<file path="src/rtl/cfc_pkg.sv">
package cfc_pkg;
  typedef enum logic [1:0] {
    CNT_HOLD = 2'b00,
    CNT_INC  = 2'b01,
    CNT_DEC  = 2'b10,
    CNT_BOTH = 2'b11
  } cnt_op_e;

  function automatic int unsigned occ_width(input int unsigned total);
    return $clog2(total + 1);
  endfunction
endpackage

</file>
<file path="src/rtl/vc_credit_counter.sv">
module vc_credit_counter #(
  parameter int unsigned BUF_DEPTH = 4,
  localparam int unsigned CNT_W = $clog2(BUF_DEPTH + 1)
) (
  input  logic             clk,
  input  logic             rst_n,
  input  logic             enable,
  input  logic             take,
  input  logic             give,
  output logic [CNT_W-1:0] count,
  output logic             nonzero,
  output logic             overflow
);
  import cfc_pkg::*;

  localparam logic [CNT_W-1:0] FULL = CNT_W'(BUF_DEPTH);

  cnt_op_e op;
  logic [CNT_W-1:0] cnt_q, cnt_d;

  always_comb begin
    op       = cnt_op_e'({take & enable, give & enable});
    cnt_d    = cnt_q;
    overflow = 1'b0;
    unique case (op)
      CNT_DEC: cnt_d = cnt_q - 1'b1;
      CNT_INC: begin
        if (cnt_q == FULL) overflow = 1'b1;
        else               cnt_d    = cnt_q + 1'b1;
      end
      default: cnt_d = cnt_q;
    endcase
  end

  always_ff @(posedge clk or negedge rst_n) begin
    if (!rst_n) cnt_q <= FULL;
    else        cnt_q <= cnt_d;
  end

  assign count   = cnt_q;
  assign nonzero = (cnt_q != '0);
endmodule

</file>
<file path="src/rtl/onoff_gate.sv">
module onoff_gate #(
  parameter int unsigned OCC_W  = 5,
  parameter int unsigned OFF_LVL = 14,
  parameter int unsigned ON_LVL  = 12
) (
  input  logic             clk,
  input  logic             rst_n,
  input  logic [OCC_W-1:0] occ,
  output logic             go
);
  localparam logic [OCC_W-1:0] OFF_T = OCC_W'(OFF_LVL);
  localparam logic [OCC_W-1:0] ON_T  = OCC_W'(ON_LVL);

  logic go_q, go_d;

  always_comb begin
    go_d = go_q;
    if (go_q && (occ >= OFF_T))     go_d = 1'b0;
    else if (!go_q && (occ < ON_T)) go_d = 1'b1;
  end

  always_ff @(posedge clk or negedge rst_n) begin
    if (!rst_n) go_q <= 1'b1;
    else        go_q <= go_d;
  end

  assign go = go_q;
endmodule

</file>
<file path="src/rtl/credit_flow_ctrl.sv">
module credit_flow_ctrl #(
  parameter int unsigned NUM_VC    = 4,
  parameter int unsigned BUF_DEPTH = 4,
  parameter int unsigned RTT_FLITS = 2,
  parameter int unsigned HYST_GAP  = 2,
  localparam int unsigned VC_W     = (NUM_VC > 1) ? $clog2(NUM_VC) : 1,
  localparam int unsigned CNT_W    = $clog2(BUF_DEPTH + 1),
  localparam int unsigned LINK_CAP = NUM_VC * BUF_DEPTH,
  localparam int unsigned OCC_W    = cfc_pkg::occ_width(LINK_CAP),
  localparam int unsigned OFF_LVL  = LINK_CAP - RTT_FLITS,
  localparam int unsigned ON_LVL   = OFF_LVL - HYST_GAP
) (
  input  logic              clk,
  input  logic              rst_n,
  input  logic              onoff_mode,
  input  logic              tx_valid,
  input  logic [VC_W-1:0]   tx_vc,
  output logic              tx_ready,
  input  logic              cr_valid,
  input  logic [VC_W-1:0]   cr_vc,
  input  logic [OCC_W-1:0]  ds_occ,
  output logic [NUM_VC-1:0] can_send,
  output logic              credit_err
);
  logic [NUM_VC-1:0]       has_credit;
  logic [NUM_VC-1:0]       ovf;
  logic [NUM_VC*CNT_W-1:0] cnt_flat;
  logic                    go_q;
  logic                    fire;
  logic                    err_q;

  assign fire = tx_valid & tx_ready;

  for (genvar v = 0; v < NUM_VC; v++) begin : g_vc
    logic [CNT_W-1:0] cnt_v;
    vc_credit_counter #(.BUF_DEPTH(BUF_DEPTH)) u_cnt (
      .clk      (clk),
      .rst_n    (rst_n),
      .enable   (!onoff_mode),
      .take     (fire && (tx_vc == VC_W'(v))),
      .give     (cr_valid && (cr_vc == VC_W'(v))),
      .count    (cnt_v),
      .nonzero  (has_credit[v]),
      .overflow (ovf[v])
    );
    assign cnt_flat[v*CNT_W +: CNT_W] = cnt_v;
  end

  onoff_gate #(.OCC_W(OCC_W), .OFF_LVL(OFF_LVL), .ON_LVL(ON_LVL)) u_gate (
    .clk   (clk),
    .rst_n (rst_n),
    .occ   (ds_occ),
    .go    (go_q)
  );

  assign can_send = onoff_mode ? {NUM_VC{go_q}} : has_credit;
  assign tx_ready = can_send[tx_vc];

  always_ff @(posedge clk or negedge rst_n) begin
    if (!rst_n)    err_q <= 1'b0;
    else if (|ovf) err_q <= 1'b1;
  end

  assign credit_err = err_q;
endmodule

</file>
<file path="config.mk">
export PLATFORM = sky130hd
export DESIGN_NAME = credit_flow_ctrl
export DESIGN_NICKNAME = d
export VERILOG_FILES = /design/src/rtl/cfc_pkg.sv /design/src/rtl/vc_credit_counter.sv /design/src/rtl/onoff_gate.sv /design/src/rtl/credit_flow_ctrl.sv
export SDC_FILE = /design/constraint.sdc
export NUM_CORES = 1
export LEC_CHECK = 0
export ABC_AREA = 1
export BUFFER_PORTS_ARGS = -buffer_cell sky130_fd_sc_hd__buf_2
export CORE_MARGIN = 3
export CORE_UTILIZATION = 50
export CTS_CLUSTER_SIZE = 28
export DETAILED_ROUTE_END_ITERATION = 7
export GPL_TIMING_DRIVEN = 1
export PLACE_DENSITY = 0.76
export SLEW_MARGIN = 40
export SYNTH_ARGS = -nofsm -noshare
export SYNTH_HDL_FRONTEND = slang
export SYNTH_HIERARCHICAL = 1
export SYNTH_SLANG_ARGS = --single-unit
</file>
<file path="constraint.sdc">
create_clock -name clk -period 5 [get_ports clk]
set_clock_uncertainty 0.05 [all_clocks]
set_input_delay 0.5 -clock clk [delete_from_list [all_inputs] [get_ports clk]]
set_output_delay 0.5 -clock clk [all_outputs]
set_load 0.005 [all_outputs]
</file>
==> results.sh, run 1 <==
export IMPL_status="finished clean"
export IMPL_synthDominantCellAreaShare_pct=19.52
export IMPL_antenna_diode_count=0
export IMPL_yosysSeqAreaShare_pct=30.91
export IMPL_worstMarginPinSlew_ns=0.4000
export IMPL_cp_data_required_time_ns=5.13
export IMPL_path_clk_slew_ns=0.10
export IMPL_start_util_pct=55.95
export IMPL_cp_max_fo=3
export IMPL_async_flop_share_pct=100.0
export IMPL_cts_setup_buffers=0
export IMPL_finalInstanceArea_um2=1314
export IMPL_setup_viol_count_final=0
export IMPL_totalPowerFinal_w=0.0005708
export IMPL_post_dp_cell_area_um2=1277
export IMPL_arrival_ns=2.42
export IMPL_cts_buffer_depth=2
export IMPL_synth_edf_count=0
export IMPL_num_vias=1062
export IMPL_coreArea_um2=2062
export IMPL_clock_latency_ns=0.28
export IMPL_ys_warn_count=6
export IMPL_place_gp_congestion=0.8458
export IMPL_portBuffers=18
export IMPL_dp_hpwl_mm=1.780
export IMPL_synthTopCellsByArea="dfrtp_1 20%, nand2_1 15%, dfstp_2 11%"
export IMPL_cts_made_buffers=3
export IMPL_fp_row_count=16
export IMPL_avgSynthCellArea_um2=6.949
export IMPL_min_path_type="in2async"
export IMPL_cts_hold_buf=0
export IMPL_design_die_area_um2=2920
export IMPL_cts_htree_levels=1
export IMPL_drtIter0Drc=8
export IMPL_synth_seq_cells=14
export IMPL_grt_pass1_wl_mm=3.939
export IMPL_final_common_cell="nand2_1"
export IMPL_antenna_found_initial=0
export IMPL_wire_per_inst_um=10.42
export IMPL_max_slew_margin_rel_pct=73.13
export IMPL_final_cell_mix="47 x nand2_1, 33 x inv_1, 20 x nand3_1"
export IMPL_fmax_ghz=0.4350
export IMPL_yosysTopAreaCell="dfrtp_1"
export IMPL_finalNetCount=207
export IMPL_rsz0062_at_grt="no"
export IMPL_finalHoldViolCount=0
export IMPL_r2r_slack_ns=2.70
export IMPL_rr_worst_depth=13
export IMPL_clockRootBuffer="clkbuf_4"
export IMPL_grt_max_degree=17
export IMPL_instances_no_fill=215
export IMPL_timing_rr_start="g_vc[0].u_cnt/count[2]"
export IMPL_drt_wl_total_mm=2.241
export IMPL_syn_inst=166
export IMPL_drive_above_1_share_pct=28.72
export IMPL_num_io_pins=20
export IMPL_crit_type="reg2reg"
export IMPL_worst_setup_path_start_kind="flop"
export IMPL_maxCapViolCount=0
export IMPL_die_h_um=54.04
export IMPL_report_final_slew_viol_count=0
export IMPL_viasPerCell=4.940
export IMPL_netlist_area_um2=1154
export IMPL_final_setup_tns_ns=0
export IMPL_grt_usage_pct=18.55
export IMPL_fin_crit_sh_pct=45.97
export IMPL_period_minus_slack_ns=2.299
export IMPL_remaining_drc_errors=0
export IMPL_firstDrtPassIters=5
export IMPL_grt_overflow=0
export IMPL_cts_tree="built"
export IMPL_grt_pass1_vias=1022
export IMPL_whs_ns=0.04949
export IMPL_chipWidth_um=54.04
export IMPL_cts_sinks=14
export IMPL_synthToLayoutAreaGrowth_pct=13.88
export IMPL_ant_nets=0
export IMPL_r2r_end="g_vc[2].u_cnt/count[1]"
export IMPL_cts_resized=0
export IMPL_critPathCaptureType="flop"
export IMPL_dp_cells=211
export IMPL_powerDensity_nw_per_um2=434.5
export IMPL_syn_nets=184
export IMPL_ir_drop_mv=0.2759
export IMPL_synthFlopType="dfrtp_1"
export IMPL_yosys_cell_types_count=16
export IMPL_leakagePower_nw=0.7142
[synth_stat cells, types with 5 or more instances]
master,n
nor3_1,7
nor2_2,5
inv_2,5
nand3_1,20
dfrtp_1,9
nor2_1,8
nand2_2,8
inv_1,33
dfstp_2,5
nand2_1,47
[where the power goes]
part	switching, W	total [W]	internal (W)	leakage (nW)
clock network	0.0000410	0.0000853	0.0000443	0.0210
logic	0.000143	0.000249	0.000105	0.534
registers	0.0000590	0.000237	0.000178	0.159
total	0.000244	0.000571	0.000327	0.714
[state kept, by name, summed over array words and instances (netlist names)]
signal	cells
credit_err	1
u_gate/go	1
g_vc.u_cnt/count	12
[cells by family after synthesis]
logic type                 after synthesis  share of synthesized area (%)
xor gates and xnor gates                 4                          5.640
buffers and inverters                   38                          12.36
adders and majority gates                4                          6.942
AOI/OAI and AO/OA                        5                          2.495
and+or+nand+nor                        101                          41.65
DFF                                     14                          30.91
[stage by stage]
stage               setup slack [ns]  util [%]
finish                         2.701     63.71
detailed placement             2.534     61.95
CTS                            2.704     63.71
global route                   2.542     63.71
floorplan                      2.882         -
global placement               2.567     61.95
[metal layers]
layer	global-route usage [%]	vias to the layer above	routed length, um
met3	3.324	4	85
met2	33.27	24	1119
li1	-	540	-
met5	0	-	0
met1	22.11	494	1007
met4	6.224	0	29
[area by class of cell]
type	instances	area, um2
fill	189	748.2
multi-input combinational	114	654.4
sequential	14	356.6
inverter	38	142.6
timing repair buffer	18	90.09
clock buffer	4	36.28
tap	27	33.78
[worst max path at each step]
stage,start,to,slack (ns)
5_1_grt,g_vc[0].u_cnt/count[2],g_vc[3].u_cnt/count[2],2.54
4_1_cts,g_vc[0].u_cnt/count[2],g_vc[2].u_cnt/count[1],2.70
3_3_place_gp,onoff_mode,g_vc[2].u_cnt/count[1],2.57
2_1_floorplan,onoff_mode,g_vc[2].u_cnt/count[1],2.88
3_5_place_dp,onoff_mode,g_vc[2].u_cnt/count[1],2.53
6_report,g_vc[0].u_cnt/count[2],g_vc[2].u_cnt/count[1],2.70
[worst max-delay path: stages, from the launching register on]
cell	delay (ns)
dfstp_2	0.55
inv_1	0.05
nand3_1	0.09
nand2_1	0.07
nand2_2	0.07
nand2_1	0.06
nand2_2	0.09
nor2_2	0.06
nor3_1	0.32
inv_1	0.08
nand3_1	0.14
fa_1	0.43
nand2_1	0.07
o21ai_1	0.06
(Power assumes the default switching activity.)
==> run 2, diff against run 1 <==
ABC_AREA = 0   (was 1)
PLACE_DENSITY = 0.79   (was 0.76)
clock period = 2.02 ns   (was 5 ns; I/O delays follow)
==> results.sh, run 2 <==
export IMPL_status="complete, but fails checks"
export IMPL_violations="hold timing, setup timing"
export IMPL_rsz0062_at_grt="yes"
export IMPL_crit_type="reg2reg"
export IMPL_worstMarginPinSlew_ns=0.4095
export IMPL_num_vias=1311
export IMPL_ant_nets=0
export IMPL_path_clk_slew_ns=0.10
export IMPL_post_dp_cell_area_um2=1659
export IMPL_chipWidth_um=55.50
export IMPL_antenna_found_initial=0
export IMPL_ys_top_cells_by_count="15 x nand2_1, 13 x a21oi_1, 9 x dfrtp_1"
export IMPL_grt_pass1_wl_mm=6.348
export IMPL_wire_per_inst_um=17.33
export IMPL_syn_inst=134
export IMPL_synth_most_common_cell="nand2_1"
export IMPL_coreArea_um2=2276
export IMPL_grt_max_degree=15
export IMPL_fp_row_count=17
export IMPL_largest_reg_flops=12
export IMPL_cts_made_buffers=3
export IMPL_finalNetCount=214
export IMPL_synth_edf_count=0
export IMPL_final_common_cell="buf_4"
export IMPL_arrival_ns=2.47
export IMPL_drtIter0Drc=64
export IMPL_pre_cts_ws_ns=-0.2716
export IMPL_powerDensity_nw_per_um2=652.1
export IMPL_syn_nets=152
export IMPL_grt_pass1_vias=1366
export IMPL_cts_buffer_depth=2
export IMPL_yosysTopAreaCell="dfrtp_1"
export IMPL_avgSynthCellArea_um2=9.141
export IMPL_die_h_um=55.50
export IMPL_viasPerCell=5.879
export IMPL_synth_seq_cells=14
export IMPL_min_path_type="in2reg"
export IMPL_clockRootBuffer="clkbuf_4"
export IMPL_synthDominantCellAreaShare_pct=18.39
export IMPL_instances_no_fill=223
export IMPL_num_io_pins=20
export IMPL_cts_tree="built"
export IMPL_clock_latency_ns=0.31
export IMPL_synthToLayoutAreaGrowth_pct=52.40
export IMPL_synthFlopType="dfrtp_1"
export IMPL_fmax_ghz=0.4309
export IMPL_cts_sinks=14
export IMPL_fin_ws_ns=-0.3010
export IMPL_fin_crit_sh_pct=114.9
export IMPL_crit_path_top_delay_cell="fa_2"
export IMPL_cts_htree_levels=1
export IMPL_finalInstanceArea_um2=1867
export IMPL_report_final_slew_viol_count=0
export IMPL_finalHoldViolCount=1
export IMPL_setup_viol_count_final=8
export IMPL_whs_ns=-0.005612
export IMPL_design_die_area_um2=3080
export IMPL_async_flop_share_pct=100.0
export IMPL_cp_data_required_time_ns=2.17
export IMPL_start_util_pct=53.82
export IMPL_grt_overflow=0
export IMPL_remaining_drc_errors=0
export IMPL_leakagePower_nw=0.8058
export IMPL_worst_setup_path_start_kind="flop"
export IMPL_dp_cells=210
export IMPL_drt_wl_total_mm=3.865
export IMPL_max_stage_delay_ns=0.45
export IMPL_synthTopCellsByArea="dfrtp_1 18%, dfstp_2 11%, fa_1 6.5%"
export IMPL_place_gp_congestion=0.9045
export IMPL_cp_max_fo=2
export IMPL_final_cell_mix="38 x buf_4, 18 x buf_2, 14 x nand2_1"
export IMPL_max_slew_margin_rel_pct=72.67
export IMPL_yosys_cell_types_count=37
export IMPL_ir_drop_mv=0.5545
export IMPL_path_cells="or3_4 > mux2i_4 > nor4b_4 > nand3b_1 > fa_2 > nand3_1 > a21oi_1 > a211o_1"
export IMPL_period_minus_slack_ns=2.321
export IMPL_portBuffers=18
export IMPL_grt_usage_pct=25.76
export IMPL_fillers=136
export IMPL_antenna_diode_count=0
export IMPL_yosysSeqAreaShare_pct=29.11
export IMPL_drive_above_1_share_pct=52.82
export IMPL_critPathCaptureType="flop"
export IMPL_dp_hpwl_mm=2.572
export IMPL_maxCapViolCount=0
export IMPL_ys_warn_count=6
export IMPL_netlist_area_um2=1225
export IMPL_firstDrtPassIters=4
## run 2: cell count changes after synthesis, sizes merged, moves of 9 or more
cell    previous run  this run
a21oi              1        13
inv               38         5
nand2             59        15
nand2b             0        10
nand3             20         5
nand3b             0         9
nor3b              0         9
## run 2: power breakdown
group / internal [W] / total (W) / switching (W)
logic: 0.000296 / 0.000553 / 0.000257
registers: 0.000388 / 0.000437 / 0.0000491
clock network: 0.000110 / 0.000228 / 0.000118
## run 2: logic make-up after synthesis
| kind of cell | synth area share [%] |
|---|---|
| DFF | 29.11 |
| xor gates and xnor gates | 2.861 |
| buffers and inverters | 1.941 |
| and+or+nand+nor | 43.41 |
| muxes | 2.452 |
| AOI/OAI and AO/OA | 13.69 |
| adders and majority gates | 6.538 |
## run 2: timing repair
| item | in CTS | in global routing |
|---|---|---|
| pin swaps | 10 | 5 |
| setup buffers | 5 | 2 |
| hold buffers | 2 | 0 |
| endpoints found under the setup margin | 8 | 10 |
| hold endpoints to repair | 10 | 0 |
| resized for setup | 15 | 6 |
## run 2: critical path, delay by kind of cell, from the launching register on
| family | cells | cell delay (ns) |
|---|---|---|
| flops | 1 | 0.40 |
| simple gates | 4 | 0.77 |
| mux | 1 | 0.21 |
| fa+ha+maj | 1 | 0.45 |
| compound gates | 2 | 0.33 |
## run 2: through the flow
step                      hold WS (ns)  setup TNS [ns]  power (W)  util (%)
after floorplan                -0.1436          -2.049  0.0006956         -
after global placement         0.06502          -1.269  0.0008917     72.90
after detailed placement       0.06873          -1.740  0.0009234     72.90
after CTS                     0.001922          -1.107   0.001180     80.04
after global routing          0.007181          -2.231   0.001277     82.02
final                        -0.005612          -1.571   0.001217     82.02
## run 2: layer usage
layer / share of wire, % / GRT usage, %
met5: 0 / 0
met4: 2.7 / 10.42
met3: 4.3 / 4.206
met2: 50 / 43.75
met1: 43 / 32.30
## run 2: final timing paths
| path | start | end | slack (ns) | cells after the start |
|---|---|---|---|---|
| worst max-delay path | g_vc[0].u_cnt/count[2] | g_vc[0].u_cnt/count[1] | -0.30 | 8 |
| worst min-delay path | ds_occ[3] | u_gate/go | -0.006 | 2 |
| worst max register to register | g_vc[0].u_cnt/count[2] | g_vc[0].u_cnt/count[1] | -0.30 | 8 |
| worst min register to register | credit_err | credit_err | 0.43 | 2 |
| max in group asynchronous | rst_n | g_vc[0].u_cnt/count[2] | 1.34 | 2 |
| min in group asynchronous | rst_n | g_vc[0].u_cnt/count[0] | 0.27 | 2 |
## run 2: cell type report
| cell class | count | area [um2] | area share (%) |
|---|---|---|---|
| repair buffers | 58 | 395.4 | 21.18 |
| inverters | 5 | 18.77 | 1.005 |
| flip-flops and latches | 14 | 356.6 | 19.10 |
| multi-input cells | 114 | 1025 | 54.89 |
| clock buffers | 4 | 36.28 | 1.944 |
| well taps | 28 | 35.03 | 1.877 |
